[src/rtl/ctxp_pkg.sv]
package ctxp_pkg;
   // reason an insert is flagged; FLT_NONE means a clean insert or none
   typedef enum logic [1:0] {
      FLT_NONE  = 2'd0,
      FLT_INDEX = 2'd1,
      FLT_CLASH = 2'd2,
      FLT_OVER  = 2'd3
   } fault_e;
endpackage

[src/rtl/ctxp_span.sv]
// Append length of an immediate: position of its highest set bit plus one.
module ctxp_span #(
   parameter int IMM_W = 20,
   parameter int CNT_W = 5
) (
   input  logic [IMM_W-1:0] imm,
   output logic [CNT_W-1:0] cnt
);
   always_comb begin
      cnt = '0;
      for (int i = 0; i < IMM_W; i++) begin
         if (imm[i]) cnt = CNT_W'(i + 1);
      end
   end
endmodule

[src/rtl/ctxp_slot.sv]
// One stream: schedule shift register, fill offset and stored prefix.
module ctxp_slot #(
   parameter int SCHED_W  = 40,
   parameter int PREFIX_W = 24,
   parameter int OFF_W    = 6
) (
   input  logic                clk,
   input  logic                rst_n,
   input  logic                load,
   input  logic [SCHED_W-1:0]  load_bits,
   input  logic [OFF_W-1:0]    load_off,
   input  logic [PREFIX_W-1:0] load_prefix,
   input  logic                step,
   output logic [SCHED_W-1:0]  sched_o,
   output logic [OFF_W-1:0]    off_o,
   output logic [PREFIX_W-1:0] prefix_o
);
   logic [SCHED_W-1:0]  sched_q, merged;
   logic [OFF_W-1:0]    off_q, base_off;
   logic [PREFIX_W-1:0] pfx_q;

   always_comb begin
      merged   = load ? (sched_q | load_bits) : sched_q;
      base_off = load ? load_off : off_q;
   end

   always_ff @(posedge clk) begin
      if (!rst_n) begin
         sched_q <= '0;
         off_q   <= '0;
         pfx_q   <= '0;
      end else begin
         sched_q <= step ? (merged >> 1) : merged;
         off_q   <= (step && (base_off != '0)) ? base_off - OFF_W'(1) : base_off;
         if (load) pfx_q <= load_prefix;
      end
   end

   assign sched_o  = sched_q;
   assign off_o    = off_q;
   assign prefix_o = pfx_q;
endmodule

[src/rtl/ctxp_select.sv]
// Picks the prefix of the stream whose schedule bit 0 is set.
module ctxp_select #(
   parameter int NUM_STREAMS = 7,
   parameter int PREFIX_W    = 24,
   parameter bit ONEHOT_MUX  = 1'b1
) (
   input  logic [NUM_STREAMS-1:0]          lsb,
   input  logic [NUM_STREAMS*PREFIX_W-1:0] pfx_flat,
   output logic                            valid,
   output logic [PREFIX_W-1:0]             pfx
);
   assign valid = |lsb;

   generate
      if (ONEHOT_MUX) begin : g_andor
         // relies on the insert-time clash check keeping lsb one-hot
         always_comb begin
            pfx = '0;
            for (int i = 0; i < NUM_STREAMS; i++)
               pfx |= pfx_flat[i*PREFIX_W +: PREFIX_W] & {PREFIX_W{lsb[i]}};
         end
      end else begin : g_prio
         // lowest index wins
         always_comb begin
            pfx = '0;
            for (int i = NUM_STREAMS - 1; i >= 0; i--)
               if (lsb[i]) pfx = pfx_flat[i*PREFIX_W +: PREFIX_W];
         end
      end
   endgenerate
endmodule

[src/rtl/ctx_prop_unit.sv]
module ctx_prop_unit
   import ctxp_pkg::*;
#(
   parameter int NUM_STREAMS = 7,
   parameter int SCHED_W     = 40,
   parameter int PREFIX_W    = 24,
   parameter int IMM_W       = 20,
   parameter int IDX_W       = 3,
   parameter bit ONEHOT_MUX  = 1'b1
) (
   input  logic                clk,
   input  logic                rst_n,
   input  logic                ins_valid,
   input  logic [IDX_W-1:0]    ins_stream,
   input  logic [IMM_W-1:0]    ins_imm,
   input  logic [PREFIX_W-1:0] ins_prefix,
   input  logic                step,
   output logic                ctx_valid,
   output logic [PREFIX_W-1:0] ctx_prefix,
   output logic                exc
);
   localparam int OFF_W  = $clog2(SCHED_W + 1);
   localparam int CNT_W  = $clog2(IMM_W + 1);
   localparam int WIDE_W = SCHED_W + IMM_W;

   // elaboration-time parameter checks
   generate
      if (IMM_W > SCHED_W) begin : g_err_imm
         $error("ctx_prop_unit: IMM_W must not exceed SCHED_W");
      end
      if ((1 << IDX_W) < NUM_STREAMS) begin : g_err_idx
         $error("ctx_prop_unit: IDX_W too narrow for NUM_STREAMS");
      end
      if (NUM_STREAMS < 2) begin : g_err_num
         $error("ctx_prop_unit: need at least two streams");
      end
   endgenerate

   logic [SCHED_W-1:0]  sched [NUM_STREAMS];
   logic [OFF_W-1:0]    offs  [NUM_STREAMS];
   logic [PREFIX_W-1:0] pfx   [NUM_STREAMS];

   logic [NUM_STREAMS-1:0]          sel_oh;
   logic [NUM_STREAMS-1:0]          lsb_vec;
   logic [NUM_STREAMS*PREFIX_W-1:0] pfx_flat;
   logic [NUM_STREAMS*SCHED_W-1:0]  sched_flat;
   logic [NUM_STREAMS*OFF_W-1:0]    offs_flat;

   logic                idx_ok;
   logic [OFF_W-1:0]    off_sel;
   logic [SCHED_W-1:0]  others;
   logic [WIDE_W-1:0]   placed_wide;
   logic [SCHED_W-1:0]  placed;
   logic [CNT_W-1:0]    cnt;
   logic [OFF_W-1:0]    fill;
   logic [OFF_W-1:0]    new_off;
   logic                over;
   logic                clash;
   logic                commit;
   fault_e              fault;
   logic                exc_q;

   // ---------------- target decode ----------------
   assign idx_ok = ({1'b0, ins_stream} < (IDX_W+1)'(NUM_STREAMS));

   always_comb begin
      for (int i = 0; i < NUM_STREAMS; i++)
         sel_oh[i] = ins_valid && (ins_stream == IDX_W'(i));
   end

   always_comb begin
      off_sel = '0;
      others  = '0;
      for (int i = 0; i < NUM_STREAMS; i++) begin
         if (sel_oh[i]) off_sel |= offs[i];
         else           others  |= sched[i];
      end
   end

   // ---------------- placement ----------------
   ctxp_span #(.IMM_W(IMM_W), .CNT_W(CNT_W)) u_span (
      .imm (ins_imm),
      .cnt (cnt)
   );

   assign placed_wide = WIDE_W'(ins_imm) << off_sel;
   assign placed      = placed_wide[SCHED_W-1:0];
   // the top set bit of the immediate lands above the register iff offset+len > SCHED_W
   assign over        = |placed_wide[WIDE_W-1:SCHED_W];
   assign fill        = off_sel + OFF_W'(cnt);
   assign new_off     = over ? OFF_W'(SCHED_W) : fill;
   assign clash       = |(placed & others);

   always_comb begin
      if (!ins_valid)   fault = FLT_NONE;
      else if (!idx_ok) fault = FLT_INDEX;
      else if (clash)   fault = FLT_CLASH;
      else if (over)    fault = FLT_OVER;
      else              fault = FLT_NONE;
   end

   assign commit = ins_valid && idx_ok && !clash;

   // ---------------- streams ----------------
   generate
      for (genvar g = 0; g < NUM_STREAMS; g++) begin : g_slot
         ctxp_slot #(
            .SCHED_W  (SCHED_W),
            .PREFIX_W (PREFIX_W),
            .OFF_W    (OFF_W)
         ) u_slot (
            .clk         (clk),
            .rst_n       (rst_n),
            .load        (commit && sel_oh[g]),
            .load_bits   (placed),
            .load_off    (new_off),
            .load_prefix (ins_prefix),
            .step        (step),
            .sched_o     (sched[g]),
            .off_o       (offs[g]),
            .prefix_o    (pfx[g])
         );
         assign lsb_vec[g]                            = sched[g][0];
         assign pfx_flat[g*PREFIX_W +: PREFIX_W]      = pfx[g];
         assign sched_flat[g*SCHED_W +: SCHED_W]      = sched[g];
         assign offs_flat[g*OFF_W +: OFF_W]           = offs[g];
      end
   endgenerate

   // ---------------- output ----------------
   ctxp_select #(
      .NUM_STREAMS (NUM_STREAMS),
      .PREFIX_W    (PREFIX_W),
      .ONEHOT_MUX  (ONEHOT_MUX)
   ) u_select (
      .lsb      (lsb_vec),
      .pfx_flat (pfx_flat),
      .valid    (ctx_valid),
      .pfx      (ctx_prefix)
   );

   always_ff @(posedge clk) begin
      if (!rst_n) exc_q <= 1'b0;
      else        exc_q <= (fault != FLT_NONE);
   end

   assign exc = exc_q;
endmodule

[config.mk]
export PLATFORM = sky130hd
export DESIGN_NAME = ctx_prop_unit
export DESIGN_NICKNAME = d
export VERILOG_FILES = /design/src/rtl/ctxp_pkg.sv /design/src/rtl/ctxp_span.sv /design/src/rtl/ctxp_slot.sv /design/src/rtl/ctxp_select.sv /design/src/rtl/ctx_prop_unit.sv
export SDC_FILE = /design/constraint.sdc
export NUM_CORES = 1
export LEC_CHECK = 0
export ABC_AREA = 1
export CAP_MARGIN = 0
export CELL_PAD_IN_SITES_DETAIL_PLACEMENT = 0
export CELL_PAD_IN_SITES_GLOBAL_PLACEMENT = 1
export CORE_ASPECT_RATIO = 0.8
export CORE_MARGIN = 2
export CORE_UTILIZATION = 35
export CTS_CLUSTER_DIAMETER = 120
export DETAILED_ROUTE_END_ITERATION = 10
export PLACE_DENSITY = 0.68
export SLEW_MARGIN = 40
export SYNTH_ARGS = -nofsm -noshare
export SYNTH_HDL_FRONTEND = slang
export SYNTH_SLANG_ARGS = --single-unit
export TNS_END_PERCENT = 10
[constraint.sdc]
create_clock -name clk -period 5.6 [get_ports clk]
set_input_delay 0.84 -clock clk [delete_from_list [all_inputs] [get_ports clk]]
set_output_delay 0.84 -clock clk [all_outputs]
set_load 0.05 [all_outputs]
Yosys cells after proc, flatten, opt, wreduce, memory -nomap -nowiden

Cells that the tools add are included.
W data, S select, Z words.

Bits of input ports: 51
Word-level logic and storage cells: 197
Output and inout port bits: 26
Bits in registers: 491

Multiplexer cells: 67
Magnitude comparators: 1
Equal/unequal tests: 6
Add/sub/neg operators: 8
Reduce and logical (&&, ||, !) cells: 44
Shifts and indexed selects: 1
Bitwise operators: 34

Operators by type and width:

| cell                  | number |
|---|---|
| $mux W40              | 14 |
| $or A40 B40 Y40       | 13 |
| $mux W39              | 7 |
| $and A24 B24 Y24      | 7 |
| $or A24 B24 Y24       | 6 |
| $mux W6               | 22 |
| $shl A20 B6 Y60       | 1 |
| $reduce_bool A6 Y1    | 7 |
| $sub A6 B1 Y6 const B | 7 |
| $and A40 B40 Y40      | 1 |
| $reduce_or A40 Y1     | 1 |
| $or A6 B6 Y6          | 6 |
| $mux W4               | 8 |
| $mux W5               | 5 |
| $logic_and A1 B1 Y1   | 23 |
| $reduce_or A20 Y1     | 1 |
| $reduce_bool A2 Y1    | 8 |
| $mux W2               | 6 |
| $mux W3               | 4 |
| $eq A3 B3 Y1 const B  | 3 |
| $reduce_or A7 Y1      | 1 |
| $add A6 B5 Y6         | 1 |
| $eq A3 B2 Y1 const B  | 2 |
| $eq A3 B1 Y1 const B  | 1 |
| 6 further kinds       | 6 |

Longest topological paths before layout

Gate-level depths: netlist of the first run.

Word-level depth: 26
Depth in mapped cells: 37
Depth with buffers taken out: 33

Cells and area by module

A second synthesis of the first run with hierarchy kept.

Cell total of the unflattened synthesis: 3695
Area total of the unflattened synthesis: 25027.8 um^2

By module, submodules not included:

| module        | instances | cells each | area each (um^2) |
|---|---|---|---|
| ctxp_slot     | 7         | 320        | 2611.3 |
| ctx_prop_unit | 1         | 1031       | 4895.9 |
| ctxp_select   | 1         | 362        | 1552.7 |
| ctxp_span     | 1         | 62         | 300.3 |

Worst setup path after synthesis of the first run

Ideal clock, no wire load.

Kind: input to register
From: input ins_stream[0]
To: register g_slot[4].u_slot.off_q[2]
Setup time: 113 ps
Path buffers: 2
Data required time: 5487 ps
Cell stages on the path: 31
Path slack: 1389 ps
Data arrival time: 4099 ps
Cells stage by stage: nor2_1 nand2_2 nor2_1 nor2_4 buf_2 nand3_1 nand3_1 nand3_1 nand2_1 nand2_1 nand2_2 nand2_1 nand2_2 nand2_1 nand2_1 nor2_2 nand3_2 nor2_4 nand4_2 buf_2 nand2_1 nand2_2 ha_1 nand3_1 nor2_1 nand2_1 nand2_1 nor2_1 nand2_1 nand2_1 nor2_1

Longest elaborated chain between the ends: 25
Elaborated cells between the ends (all ways): 56
Those cells by class: add/sub: 2; order compare: 1; eq/ne: 6; shift: 1; mux: 17; bitwise: 13; reduce/logical: 16

RTL lines:

| element                                               | line                 | RTL |
|---|---|---|
| start: declaration                                    | ctx_prop_unit.sv:14  | `input logic [IDX_W-1:0] ins_stream,` |
| $logic_not A3 Y1                                      | ctx_prop_unit.sv:68  | `sel_oh[i] = ins_valid && (ins_stream == IDX_W'(i));` |
| $logic_and A1 B1 Y1                                   | ctx_prop_unit.sv:68  |  |
| $mux W6                                               | ctx_prop_unit.sv:75  | `if (sel_oh[i]) off_sel \|= offs[i];` |
| $or A6 B6 Y6                                          | ctx_prop_unit.sv:75  |  |
| $mux W6                                               | ctx_prop_unit.sv:75  |  |
| $or A6 B6 Y6                                          | ctx_prop_unit.sv:75  |  |
| $mux W6                                               | ctx_prop_unit.sv:75  |  |
| $or A6 B6 Y6                                          | ctx_prop_unit.sv:75  |  |
| (+8 left out)                                         | n/a                  |  |
| $and A40 B40 Y40                                      | ctx_prop_unit.sv:92  | `assign clash = \|(placed & others);` |
| $reduce_or A40 Y1                                     | ctx_prop_unit.sv:92  |  |
| $logic_not A1 Y1                                      | ctx_prop_unit.sv:102 | `assign commit = ins_valid && idx_ok && !clash;` |
| $logic_and A1 B1 Y1                                   | ctx_prop_unit.sv:102 |  |
| $logic_and A1 B1 Y1                                   | ctx_prop_unit.sv:114 | `.load (commit && sel_oh[g]),` |
| $mux W6 (*)                                           | ctxp_slot.sv:24      | `base_off = load ? load_off : off_q;` |
| branches (longest 2 deep; another with $sub A6 B1 Y6) | n/a                  |  |
| $mux W6 (*)                                           | ctxp_slot.sv:34      | `off_q <= (step && (base_off != '0)) ? base_off - OFF_W'(1) : base_off;` |
| end signal: assignment                                | ctxp_slot.sv:34      |  |
| end: declaration                                      | ctxp_slot.sv:19      | `logic [OFF_W-1:0] off_q, base_off;` |

Every way passes the cells marked *.
A chain may end at the register's enable or synchronous reset.

Worst setup path in the final report of the first run

From: input ins_stream[2]
To: register g_slot[3].u_slot.off_q[2]

Longest elaborated chain between the ends: 25
Elaborated cells between the ends (all ways): 56
Those cells by class: add/sub: 2; order compare: 1; eq/ne: 6; shift: 1; mux: 17; bitwise: 13; reduce/logical: 16

RTL lines:

| element                                               | line |
|---|---|
| $logic_not A3 Y1                                      | ctx_prop_unit.sv:68 |
| $logic_and A1 B1 Y1                                   | ctx_prop_unit.sv:68 |
| $mux W6                                               | ctx_prop_unit.sv:75 |
| $or A6 B6 Y6                                          | ctx_prop_unit.sv:75 |
| $mux W6                                               | ctx_prop_unit.sv:75 |
| $or A6 B6 Y6                                          | ctx_prop_unit.sv:75 |
| $mux W6                                               | ctx_prop_unit.sv:75 |
| $or A6 B6 Y6                                          | ctx_prop_unit.sv:75 |
| (+8 left out)                                         | n/a |
| $and A40 B40 Y40                                      | ctx_prop_unit.sv:92 |
| $reduce_or A40 Y1                                     | ctx_prop_unit.sv:92 |
| $logic_not A1 Y1                                      | ctx_prop_unit.sv:102 |
| $logic_and A1 B1 Y1                                   | ctx_prop_unit.sv:102 |
| $logic_and A1 B1 Y1                                   | ctx_prop_unit.sv:114 |
| $mux W6 (*)                                           | ctxp_slot.sv:24 |
| branches (longest 2 deep; another with $sub A6 B1 Y6) | n/a |
| $mux W6 (*)                                           | ctxp_slot.sv:34 |
| end signal: assignment                                | ctxp_slot.sv:34 |
| end: declaration                                      | ctxp_slot.sv:19 |

Marks and branches as above.

==> results.md, run 1 <==
Run status:
- The flow ran to the end, and the final reports show no timing, DRC or antenna violations.

Critical path:
- The critical path crosses 33 cells after its start point.
- The largest single stage delay on the critical path is between 0.5 and 0.6 ns.
- The endpoint of the lowest-slack register-to-register path is g_slot[3].u_slot.off_o[2].
- The startpoint of the lowest-slack register-to-register path is g_slot[1].u_slot.off_o[1].
- The startpoint class of the critical path is a primary input.
- The cell with the biggest individual delay on the critical path is sky130_fd_sc_hd__clkdlybuf4s50_1.
- Data arrives at the worst endpoint at roughly 5.7 ns.
- The critical path ends at g_slot[3].u_slot.off_o[2].
- The worst-path maximum fanout is 12.
- The cell occurring most often along the worst timing path is sky130_fd_sc_hd__nand2_1.
- Together, buffers and inverters on the worst path number 9.
- Setup slack on the worst reg-to-reg path comes out at approximately 1.2 ns.
- The worst setup path category is primary input to flop.
- The number of cells on the worst reg-to-reg path is 31.
- Broken down by cell family, the worst path's largest delay share belongs to simple AND/OR/NAND/NOR gates.
- STA classifies the critical path endpoint as a flop.
- STA puts the critical path data required time at around 6.1 ns.
- The launch point of the critical path is ins_stream[2].

Clocking:
- The tree is rooted in a sky130_fd_sc_hd__clkbuf_16.
- The post-CTS clock slew at the launch and capture registers of the worst setup and hold paths is ~0.06 ns.
- The maximum level of the CTS H-tree is 2.
- The number of hold buffers added after CTS was 0.
- The tree built by TritonCTS fans out to between 400 and 500 sinks.
- In this run, CTS created clock tree buffers numbering 52.
- The number of buffers inserted by post-CTS setup repair is 0.
- The clock passes through at most 3 buffers.
- Gates resized during post-CTS repair numbered 0.
- TritonCTS built the clock tree.
- The clock latency of the later-clocked register in the worst-skew pair is about 0.65 ns.

Timing:
- The post-route fraction of the period consumed by the critical path is approximately 90%.
- The time the worst path needs with I/O delays and setup is between 5 and 6 ns.
- The total count of hold-check failures in the final report came to 0.
- The post-layout worst setup margin is 0.442 ns.
- Derived from the worst setup path, the maximum achievable clock frequency is 0.194 GHz.
- The worst-case hold slack is 0.448 ns.
- The max-slew violation count is 0.
- Setup repair after global routing left no endpoint under its margin.
- For the final routed database, the setup TNS stands at 0 ns.
- The worst-case clock skew is around 0.046 ns.
- The transition time at the pin with the least slew margin is about 0.81 ns.
- Setup violations remaining at the end of the flow were counted as 0.
- The headroom to the max-slew limit is between 40% and 50%.

Yosys:
- The average instance in the mapped netlist occupies 7.00 µm².
- The number of nets in the synthesized netlist is 3560.
- sky130_fd_sc_hd__dfxtp_1 takes more of the synthesized area than any other cell.
- Yosys mapped the design onto 49 distinct sky130hd cell types.
- The synthesized instance count is 3489.
- The netlist area before placement is between 0.02 and 0.025 mm².
- The number of warnings issued by yosys is 0.
- In this run, synthesis inferred 0 flip-flops with an integrated enable.
- Counting flops with an async set or reset pin after synthesis yields a share of 0%.
- The post-synthesis register bit count is about 490.
- After synthesis, the cell types taking the most area are sky130_fd_sc_hd__dfxtp_1, sky130_fd_sc_hd__nand2_1, sky130_fd_sc_hd__a21oi_1.
- For this run, the register share of the synthesized area comes to between 40% and 50%.
- The fraction of synthesized cell area taken by the top area cell type is 40.3%.
- In the synthesized netlist, the cells that appear most often are sky130_fd_sc_hd__nand2_1, sky130_fd_sc_hd__dfxtp_1, sky130_fd_sc_hd__a21oi_1.
- For this run, the leading register cell type out of synthesis is sky130_fd_sc_hd__dfxtp_1.
- The library cell with the highest instance count after synthesis is sky130_fd_sc_hd__nand2_1.

Worst hold path:
- The startpoint identified for the worst hold timing path is g_slot[0].u_slot.prefix_o[18].
- The path class of the lowest-slack min-delay path is flop to flop.

GRT:
- The number of antenna violations at the first check in global routing is 0.
- The first global-routing pass estimated between 100000 and 150000 µm of wire.
- The overflow left after global routing is 0.
- The via count of the first global-routing pass is roughly 24k.
- The largest net degree at the start of global routing is around 160.
- For this run, the total global-route usage over all layers was measured as about 26%.

Route:
- The wire length after detailed routing is approximately 95000 µm.
- For this run, design rule violations remaining after detail routing come to 0.
- Once detail routing completed, the nets flagged for antenna violations numbered 0.
- After detailed routing, the wire length on met1 is between 40000 and 50000 µm.
- After detailed routing, no signal wire sits above met4.
- The number of violations reported at the end of detailed-routing iteration 0 is approximately 2.7k.
- The length of routed met2 wiring is ~41000 µm.
- The via density per instance is 5.53.
- The first detailed-routing pass ran for 6 iterations.
- Dividing the detail-routed wire length by the instance count gives ~20 µm.
- The routed layout has between 20k and 30k vias.
- The routed design uses roughly 6700 µm of met3 wire.

Floorplan:
- a little under 80 I/O pins were placed.
- The die span in x is 299 µm.
- The floorplan step set the die height to approximately 240 µm.
- The area enclosed by the die boundary is about 0.07 mm².
- The area of the core region is approximately 0.07 mm².
- Once the floorplan was initialized, standard cells occupied between 30% and 40% of the core.
- The number of cell rows is 86.

Run:
- Across the run, the number of max-cap violations was 0.

Cells and area:
- The total area of sequential cells is roughly 0.0098 mm².
- The core utilization of the finished layout is 42.9%.
- Cells with a size suffix above 1 make up 12.9% of the layout.
- The number of filler instances in the final layout is between 7k and 8k.
- The total area of multi-input combinational cells is 0.0125 mm².
- The synthesis-to-finish area growth is 21.1%.
- At the end of the flow, the number of nets in the layout was around 3.7k.

Power and ir drop:
- Power comes to around 12000 µW.
- The worst supply voltage drop on vdd is roughly 0.33 mV.
- The power density normalized to cell area is approximately 400 mW/mm².
- The total leakage power is ~0.012 µW.

Placed design:
- The placed wire-length estimate is ~66000 µm.
- Routability-driven placement finished with a final weighted congestion of around 0.99.
- Buffers placed on the I/O ports in this run total 76.
- Before CTS, the worst setup slack after placement is -0.145 ns.
==> power by group <==
group	switching, µW	internal [µW]
registers	140	3730
logic	2850	1620
clock network	1540	1990
total	4530	7340
==> flip-flops by register name (all words and copies together), names as in the netlist <==
register	flops
g_slot.u_slot.sched_o	280
g_slot.u_slot.off_o	42
g_slot.u_slot.prefix_o	168
exc	1
==> layout by cell type (no fill, tap or decap), drive strengths merged, types with 73 or more instances in the layout <==
cell type	count
nor2	161
clkdlybuf4s50	75
buf	280
inv	296
nand4	73
o21ai	151
nand2	918
clkbuf	77
dfxtp	491
o22ai	288
a21oi	450
nand3	253
==> metrics by stage <==
stage | instances | cell area [µm²]
after CTS | 4623 | 29500
after global routing | 4624 | 29600
after global placement | 4530 | 27800
after floorplan | 3489 | 24400
after detailed placement | 4530 | 27800
final | 4625 | 29600
==> worst min path at each step <==
| stage | endpoint | cells after the start |
|---|---|---|
| global route | g_slot[1].u_slot.prefix_o[22] | 2 |
| floorplan | g_slot[0].u_slot.prefix_o[11] | 2 |
| detailed placement | g_slot[0].u_slot.prefix_o[18] | 2 |
| global placement | g_slot[1].u_slot.prefix_o[22] | 2 |
| finish | g_slot[0].u_slot.prefix_o[18] | 2 |
| CTS | g_slot[0].u_slot.prefix_o[18] | 2 |
==> tightest hold or removal path: stages, from the launching register on <==
cell                      delay [ns]
sky130_fd_sc_hd__dfxtp_1        0.30
sky130_fd_sc_hd__inv_1          0.05
sky130_fd_sc_hd__a21oi_1        0.05
==> layout make-up <==
type | instances | area share (%)
clock buffer | 76 | 5.15
multi-input combinational | 2463 | 42.1
clock inverter | 17 | 0.719
inverter | 297 | 3.82
antenna | 1 | 0.00846
tap | 924 | 3.91
sequential | 491 | 33.3
timing repair buffer | 356 | 11.0
==> logic make-up after synthesis <==
| kind of cell | Yosys count | share of synthesized area [%] |
|---|---|---|
| mux | 1 | 0.0410 |
| flops | 491 | 40.3 |
| buf+inv | 535 | 8.85 |
| simple gates | 1411 | 25.1 |
| fa+ha+maj | 20 | 1.06 |
| xor+xnor | 11 | 0.395 |
| compound gates | 1020 | 24.3 |
==> layer usage <==
layer	global-route usage, %	up-vias
met5	0	-
met2	38.6	885
met1	38.5	12230
li1	-	12348
met4	4.89	0
met3	4.23	96
Power figures use the tool's default switching activity.
==> inputs of run 2 (changes only) <==
Settings changed: CORE_UTILIZATION 35 to 40, PLACE_DENSITY 0.68 to 0.75.
==> run 2 against run 1 <==
Effect of this change: first-iteration DRC count up 19%; combinational power fell by 4%; die area shrank 12%; routed wire length is 2.0% lower; via count rose by 0.86%; sequential cell count is the same; sequential power is essentially flat; global-route usage increased by 3.3 points; register-to-register slack worse by 0.08 ns; worst hold slack worse by 0.0013 ns.
==> results.md, run 2 (same netlist as run 1, synthesis figures left out) <==
Run status:
- The flow ran to the end, and the final reports show no timing, DRC or antenna violations.

Clocking:
- The clock root buffer is sky130_fd_sc_hd__clkbuf_16.
- The clock passes through at most 3 buffers.
- The clock tree from TritonCTS is done.
- The hold buffer count at cts is 0.
- The clock latency of the later-clocked register in the worst-skew pair is approximately 0.62 ns.
- The number of buffers inserted by post-CTS setup repair is 0.
- The clock net in this run drives a total of around 500 sinks.
- The maximum level of the CTS H-tree is 2.
- In this run, CTS created clock tree buffers numbering 51.
- After clock tree synthesis, the clock-pin slew on the worst setup and hold paths is ~0.060 ns.
- The post-cts repair resize count is 0.

Placed design:
- The setup slack at placement is -0.324 ns.
- The final weighted congestion of routability-driven global placement is 0.937.
- Port buffering added 76 buffers.
- The wire-length estimate of the detail-placed layout is around 64000 µm.

Cells and area:
- The net count of the finished layout is 3686.
- Leaving out fill and tap cells, the most frequent cells in the layout are sky130_fd_sc_hd__nand2_1, sky130_fd_sc_hd__dfxtp_1, sky130_fd_sc_hd__a21oi_1.
- The fraction of layout cells with a size suffix above 1 is between 10% and 20%.
- 0 antenna diodes ended up in the layout.
- Relative to the synthesized area, the layout overhead comes to 18.9%.
- The flip-flop count of the largest register, all copies and words added is 280.
- The most common cell after layout, fill and taps aside is sky130_fd_sc_hd__nand2_1.

Floorplan:
- The floorplan step set the die height to around 220 µm.
- 77 I/O pins were placed.
- The die span in x is about 280 µm.
- In this run the core area contains 80 standard-cell rows.
- The initial utilization of the core area, before any placement, comes to 40.7%.
- The area enclosed by the die boundary is around 0.063 mm².
- The total area inside the core boundary comes to between 0.05 and 0.06 mm².

Route:
- The first routing iteration left 3230 violations.
- The detailed router placed around 26k vias in this run.
- Dividing the detail-routed via count by the number of cells gives between 5 and 6.
- The post-detailed-route count of antenna-violating nets is 0.
- Summed over all layers, the routed wires come to a little over 90000 µm.
- In the final routed layout, each cell accounts on average for between 20 and 25 µm.
- The number of detailed-routing iterations run before antenna repair is 8.
- The post-detailed-route DRC marker count is 0.

Timing:
- The total count of hold-check failures in the final report was 0.
- The max-slew violation count was 0.
- Setup repair after global routing left no endpoint under its margin.
- The worst pin sits at a relative slew slack of 41.1%.
- Dividing the final minimum period by the clock period gives roughly 94%.
- Final hold analysis gives a worst-case slack of 0.446 ns.
- Subtracting the final worst setup slack from the clock period gives between 5 and 6 ns.
- Derived from the worst setup path, the maximum achievable clock frequency is between 0.15 and 0.2 GHz.
- Setup violations remaining at the end of the flow were counted as 0.
- Setup slack on the critical path of the routed design comes to between 0.3 and 0.4 ns.
- The worst-case clock skew is ~0.031 ns.
- At the pin with the least slew margin, the transition time is approximately 0.9 ns.

Worst hold path:
- The worst hold path belongs to the class flop to flop.

GRT:
- The total routing usage reported by global routing is 29.0%.
- The global-route wire length before repair is approximately 140000 µm.
- The overflow left after global routing is 0.
- Entering global routing, the biggest net connects approximately 150 pins.
- The met3 demand-to-capacity share in global routing is roughly 4.2%.
- The number of antenna violations at the first check in global routing was 1.
- In this run the most used layer during global routing was met1.
- The routing usage on met2 is between 40% and 50%.
- The via count of the first global-routing pass is 23.9k.
- The met1 layer usage reported by global route is 43.9%.

Critical path:
- The startpoint class of the critical path is a primary input.
- Of all nets on the critical path, the largest fanout is 21.
- The worst stage delay on the critical path is 0.60 ns.
- STA puts the critical path data arrival time at 5.71 ns.
- The cell with the biggest individual delay on the critical path is sky130_fd_sc_hd__clkdlybuf4s50_1.
- The endpoint kind of the worst setup timing path is a flop.
- The required time of the critical path is 6.07 ns.
- The worst setup path category is primary input to flop.
- The cell occurring most often along the worst timing path is sky130_fd_sc_hd__nand2_1.

Power and ir drop:
- The worst supply voltage drop on vdd is roughly 0.23 mV.
- Dividing total power by cell area gives a power density of 404 mW/mm².
- Summed over all cells, the static leakage comes to approximately 0.011 µW.

Run:
- The max-capacitance violation count is 0.
-- run 2: cell types whose count changed in the layout (fill, tap and decap cells not counted), moves of 2 or more --
cell	change
sky130_fd_sc_hd__buf_4	-43
sky130_fd_sc_hd__bufinv_16	+3
sky130_fd_sc_hd__clkinv_2	+2
sky130_fd_sc_hd__clkbuf_8	-6
-- run 2: stage by stage --
stage / std cells / util, % / cell area [µm²] / TNS (ns) / total power [µW]
after floorplan: 3489 / - / 24400 / 0 / 6360
after global placement: 4341 / 45.5 / 27300 / -9.79 / 8090
after detailed placement: 4341 / 45.5 / 27300 / -20.26 / 8130
after CTS: 4432 / 48.4 / 29000 / 0 / 11700
after global routing: 4432 / 48.4 / 29000 / 0 / 12300
final: 4432 / 48.4 / 29000 / 0 / 11700
-- run 2: final timing paths --
kind	startpoint	end	slack, ns	depth (start not counted)
min	g_slot[4].u_slot.prefix_o[12]	g_slot[4].u_slot.prefix_o[12]	0.45	2
max	ins_stream[2]	g_slot[4].u_slot.off_o[3]	0.36	31
min reg2reg	g_slot[4].u_slot.prefix_o[12]	g_slot[4].u_slot.prefix_o[12]	0.45	2
max reg2reg	g_slot[0].u_slot.off_o[0]	g_slot[4].u_slot.off_o[3]	1.16	28
-- run 2: metal layers --
layer  wire (µm)  vias up
met4        2200        2
li1            -    12252
met5          33        -
met1       43800    12220
met2       39200     1148
met3        8000      156
-- run 2: power breakdown --
group	switching (µW)	total (µW)	internal, µW
clock	1510	3550	2050
sequential	136	3870	3730
combinational	2820	4290	1480
total	4460	11700	7260
-- run 2: critical path: cells and delay by family --
kind                   cells  cell delay (ns)
buffers and inverters      8             1.51
and+or+nand+nor           22             3.24
AOI/OAI and AO/OA          1             0.06
-- run 2: cell type report --
cell class / count / area, µm²
Timing Repair Buffer: 311 / 2890
Inverter: 297 / 1120
Multi-Input combinational cell: 2463 / 12500
Clock buffer: 71 / 1450
Sequential cell: 491 / 9830
Tap cell: 779 / 975
Clock inverter: 20 / 272
Fill cell: 5897 / 30900
